<file path="src/rtl/spc_pkg.sv">
package spc_pkg;
  typedef enum logic [2:0] {
    ST_OFF      = 3'd0,
    ST_RAILUP   = 3'd1,
    ST_SUSWAIT  = 3'd2,
    ST_STBY     = 3'd3,
    ST_SHUTRST  = 3'd4,
    ST_SHUTWAIT = 3'd5
  } spc_state_e;
endpackage

</file>
<file path="src/rtl/spc_ms_window.sv">
module spc_ms_window #(
  parameter int LIMIT = 250
) (
  input  logic clk,
  input  logic rst_n,
  input  logic run,
  input  logic tick,
  output logic expired
);
  localparam int CW = $clog2(LIMIT + 1);
  localparam logic [CW-1:0] LAST = CW'(LIMIT - 1);

  logic [CW-1:0] cnt;

  assign expired = run && tick && (cnt == LAST);

  always_ff @(posedge clk or negedge rst_n) begin
    if (!rst_n)                 cnt <= '0;
    else if (!run)              cnt <= '0;
    else if (tick && !expired)  cnt <= cnt + 1'b1;
  end

  // the tick count never passes the last step of the window
  assert_window_bound_R5: assert property (@(posedge clk) disable iff (!rst_n)
    cnt <= LAST);
  // idle windows restart from zero
  assert_window_clear_R9: assert property (@(posedge clk) disable iff (!rst_n)
    !run |=> cnt == '0);
endmodule

</file>
<file path="src/rtl/stby_pwr_ctrl.sv">
module stby_pwr_ctrl
  import spc_pkg::*;
#(
  parameter int SUS_WIN_MS  = 250,
  parameter int SHUT_WIN_MS = 100
) (
  input  logic       clk,
  input  logic       rst_n,
  input  logic       tick_1ms,
  input  logic       pwr_on_req,
  input  logic       force_off_req,
  input  logic       core_pg,
  input  logic       sus_sleep_n,
  input  logic       well_pg,
  input  logic       rsm_sense,
  output logic       rail_en,
  output logic       rsm_rst_n,
  output logic [2:0] state_code
);
  spc_state_e state, nxt;
  logic       rail_q, rsm_q;
  logic       sus_exp, shut_exp;

  spc_ms_window #(.LIMIT(SUS_WIN_MS)) u_sus_win (
    .clk(clk), .rst_n(rst_n), .run(state == ST_SUSWAIT),
    .tick(tick_1ms), .expired(sus_exp));

  spc_ms_window #(.LIMIT(SHUT_WIN_MS)) u_shut_win (
    .clk(clk), .rst_n(rst_n), .run(state == ST_SHUTWAIT),
    .tick(tick_1ms), .expired(shut_exp));

  always_comb begin
    nxt = state;
    if (force_off_req) nxt = ST_SHUTRST;
    else begin
      unique case (state)
        ST_OFF:      if (pwr_on_req) nxt = ST_RAILUP;
        ST_RAILUP:   if (core_pg) nxt = ST_SUSWAIT;
        ST_SUSWAIT:  if (sus_sleep_n) nxt = ST_STBY;
                     else if (sus_exp) nxt = ST_OFF;
        ST_STBY:     if (!sus_sleep_n) nxt = ST_OFF;
        ST_SHUTRST:  nxt = ST_SHUTWAIT;
        ST_SHUTWAIT: if ((!well_pg && !rsm_sense) || shut_exp) nxt = ST_OFF;
        default:     nxt = ST_OFF;
      endcase
    end
  end

  always_ff @(posedge clk or negedge rst_n) begin
    if (!rst_n) begin
      state  <= ST_OFF;
      rail_q <= 1'b0;
      rsm_q  <= 1'b0;
    end else begin
      state  <= nxt;
      rail_q <= (nxt inside {ST_RAILUP, ST_SUSWAIT, ST_STBY}) ||
                (nxt == ST_SHUTRST && rail_q);
      rsm_q  <= nxt inside {ST_SUSWAIT, ST_STBY};
    end
  end

  assign rail_en    = rail_q;
  assign rsm_rst_n  = rsm_q;
  assign state_code = state;

  assert_off_quiet_R1: assert property (@(posedge clk) disable iff (!rst_n)
    state == ST_OFF |-> !rail_en && !rsm_rst_n);
  assert_release_after_pg_R3: assert property (@(posedge clk) disable iff (!rst_n)
    $rose(rsm_rst_n) |-> rail_en && $past(core_pg));
  assert_sus_exit_R4: assert property (@(posedge clk) disable iff (!rst_n)
    (state == ST_SUSWAIT && sus_sleep_n && !force_off_req) |=> state == ST_STBY);
  assert_stby_drop_R6: assert property (@(posedge clk) disable iff (!rst_n)
    (state == ST_STBY && !sus_sleep_n && !force_off_req) |=> state == ST_OFF);
  assert_reset_first_R7: assert property (@(posedge clk) disable iff (!rst_n)
    (state == ST_SHUTWAIT && $fell(rail_en)) |-> !rsm_rst_n && !$past(rsm_rst_n));
  assert_well_low_exit_R8: assert property (@(posedge clk) disable iff (!rst_n)
    (state == ST_SHUTWAIT && !well_pg && !rsm_sense && !force_off_req) |=> state == ST_OFF);
  assert_force_wins_R10: assert property (@(posedge clk) disable iff (!rst_n)
    force_off_req |=> state == ST_SHUTRST);
endmodule

</file>
<file path="config.mk">
export PLATFORM = sky130hd
export DESIGN_NAME = stby_pwr_ctrl
export DESIGN_NICKNAME = d
export VERILOG_FILES = /design/src/rtl/spc_pkg.sv /design/src/rtl/spc_ms_window.sv /design/src/rtl/stby_pwr_ctrl.sv
export SDC_FILE = /design/constraint.sdc
export NUM_CORES = 1
export LEC_CHECK = 0
export ABC_AREA = 1
export ABC_CLOCK_PERIOD_IN_PS = 3000
export CAP_MARGIN = 20
export CORE_MARGIN = 5
export CORE_UTILIZATION = 55
export DETAILED_ROUTE_END_ITERATION = 10
export PLACE_DENSITY = 0.78
export SLEW_MARGIN = 40
export SYNTH_ARGS = -nofsm -noshare
export SYNTH_HDL_FRONTEND = slang
export SYNTH_SLANG_ARGS = --single-unit
export TNS_END_PERCENT = 1
</file>
<file path="constraint.sdc">
create_clock -name clk -period 3 [get_ports clk]
set_input_delay 0.6 -clock clk [delete_from_list [all_inputs] [get_ports clk]]
set_output_delay 0.6 -clock clk [all_outputs]
set_load 0.05 [all_outputs]
</file>
==> metrics.yaml <==
outcome:
  outcome: "finished clean"
routing:
  vias_per_cell: 5.18
  firstDrtPassIters: 4
  ant_nets: 0
  dr_total_vias: 916
  drt_iter0_drc: 15
  finalWirelength_um: 2180
  post-route-drc-count: 0
  wire_per_inst_um: 12.3
floorplan:
  core_sq_mm: 0.00194
  ios: 14
  num_rows: 16
  start_util: 0.566
  die_h_um: 54.7
  die_area_sq_mm: 0.00299
  dieWidth_um: 54.7
run:
  cap_violations: 0
cts:
  clock_sinks: 20
  path_clk_slew_ns: 0.10
  holdBufCountCts: 0
  cts_tree: "yes"
  cts_resized: 0
  cts_setup_buffers: 0
  clk_latency_ns: 0.30
  numCtsBuffers: 3
  htreeDepth: 1
  clk_path_buf_depth: 2
  clockRootBuffer: "clkbuf_4"
power:
  powerDensity_mw_per_mm2: 420
  p_int_mw: 0.368
  leakagePower_nw: 0.575
  switching_share: 0.317
  pwr-share-seq: 0.552
  pwr-share-clk: 0.234
  power_mw: 0.538
  p_switching_mw: 0.170
  peakVddDrop_uv: 376
  p_comb_frac: 0.214
grt:
  grt_usage: 0.184
  antenna_found_initial: 0
  grt_first_pass_wirelength_um: 3850
  grt_max_degree: 21
  grt-ovfl-total: 0
  grt_pass1_vias: 882
final_layout:
  drive_gt1_frac: 0.0933
  final_core_util: 0.659
  final_common_cell: "nand2_1"
  fillers: 178
  most-common-layout-cells: "nand2_1, dfrtp_1, nor2_1"
  areaGrowthSynthToFinish_pct: 16.5
  nNetsFinal: 164
  antennaDiodeCount: 0
synthesis:
  syn-num-nets: 146
  yosysSeqAreaShare: 0.456
  syn_inst: 134
  syn_area_per_cell_sq_um: 8.20
  synth-seq-cells: 20
  yosys_warnings: 0
  ys_types: 21
  syn_area_sq_mm: 0.00110
sta:
  slew_headroom: 0.668
  fin_crit_ns: 2.27
  rsz0062_at_grt: "no"
  max_freq_mhz: 441
  whs_ns: 0.224
  drv_slew: 0
  fin_crit_sh: 0.755
  skew_ns: 0.00183
  hold_viol: 0
  setup_violations: 0
  setup_tns_ns: 0
  worst_pin_slew_ns: 0.496
placement:
  portBuffers: 13
  post-dp-hpwl_um: 1670
  place.gp.congestion: 0.815
worst_setup_path:
  max_stage_delay_ns: 0.86
  cp_data_arrival_time_ns: 1.67
  crit_buf_inv: 1
  cp_slowest_cell: "clkdlybuf4s50_1"
  crit_chain: "clkdlybuf4s50_1"
  cp_top_family: "buffers and inverters"
  cp.required_ns: 2.40
  startpoint_type: "register"
  end_kind: "primary output"
  path_max_fanout: 7
  crit_type: "reg2out"
min_path:
  hold_class: "in2async"
## per-stage QoR
stage	cell area, sq um	cells	setup slack, ns
after global placement	1260	174	0.778
after global routing	1280	177	0.679
after detailed placement	1260	174	0.768
final	1280	177	0.734
after CTS	1280	177	0.717
after floorplan	1100	134	1.24
## sequential cells by signal, indices dropped and copies added (netlist names)
name	cells
u_sus_win.cnt	8
state_code	3
rail_en	1
rsm_rst_n	1
u_shut_win.cnt	7
## power by group through the flow
| stage | Clock, mW | Combinational (mW) | Sequential, mW |
|---|---|---|---|
| 6_report | 0.126 | 0.115 | 0.297 |
| 3_3_place_gp | 0 | 0.116 | 0.301 |
| 3_5_place_dp | 0 | 0.116 | 0.302 |
| 4_1_cts | 0.133 | 0.117 | 0.297 |
| 5_1_grt | 0.145 | 0.128 | 0.299 |
| 2_1_floorplan | 0 | 0.0434 | 0.330 |
## synthesized netlist by cell type
cell,n,share of area
nor2_4,1,0.010
o21ai_4,1,0.015
o31ai_1,3,0.020
inv_2,3,0.010
a21oi_1,7,0.032
nor2_1,17,0.058
nor3_1,3,0.014
inv_4,1,0.0057
nor3_4,1,0.015
or2_2,1,0.0057
dfrtp_1,20,0.46
nand3_1,16,0.073
nand4_1,2,0.011
o21ai_2,2,0.016
a211oi_1,2,0.014
inv_1,14,0.048
nand2_1,27,0.092
a31oi_1,1,0.0057
xor2_1,7,0.056
o21ai_0,2,0.0091
ha_1,3,0.034
## kinds of logic after synthesis
logic type / share of synthesized area
and+or+nand+nor: 0.279
DFF: 0.456
AOI/OAI and AO/OA: 0.112
buffers and inverters: 0.0638
xor gates and xnor gates: 0.0558
adders and majority gates: 0.0342
## path summary, 6_finish.rpt
path | from | endpoint | slack, ns | cells past startpoint
worst min register to register | rail_en | rail_en | 0.50 | 2
worst min-delay path | rst_n | u_shut_win.cnt[0] | 0.22 | 1
worst max-delay path | state_code[0] | state_code[0] | 0.73 | 1
max in group asynchronous | rst_n | state_code[1] | 2.46 | 1
min in group clk | rail_en | rail_en | 0.50 | 2
worst max register to register | state_code[0] | u_sus_win.cnt[4] | 1.31 | 7
## layer usage
metal  wire length (um)  GRT usage  part of all wire
met2               1150      0.301              0.53
met3                 53     0.0409             0.024
met5                  0          0                 0
met4                 35     0.0871             0.016
met1                938      0.226              0.43
## cell type report
cell class	count	area [sq um]	area share
multi-input combinational	96	528	0.413
clock buffer	3	22.5	0.0176
inverter	18	70.1	0.0547
timing repair buffer	13	125	0.0978
tap	27	33.8	0.0264
sequential	20	500	0.391
No activity file was read; power rests on OpenSTA's default activity.
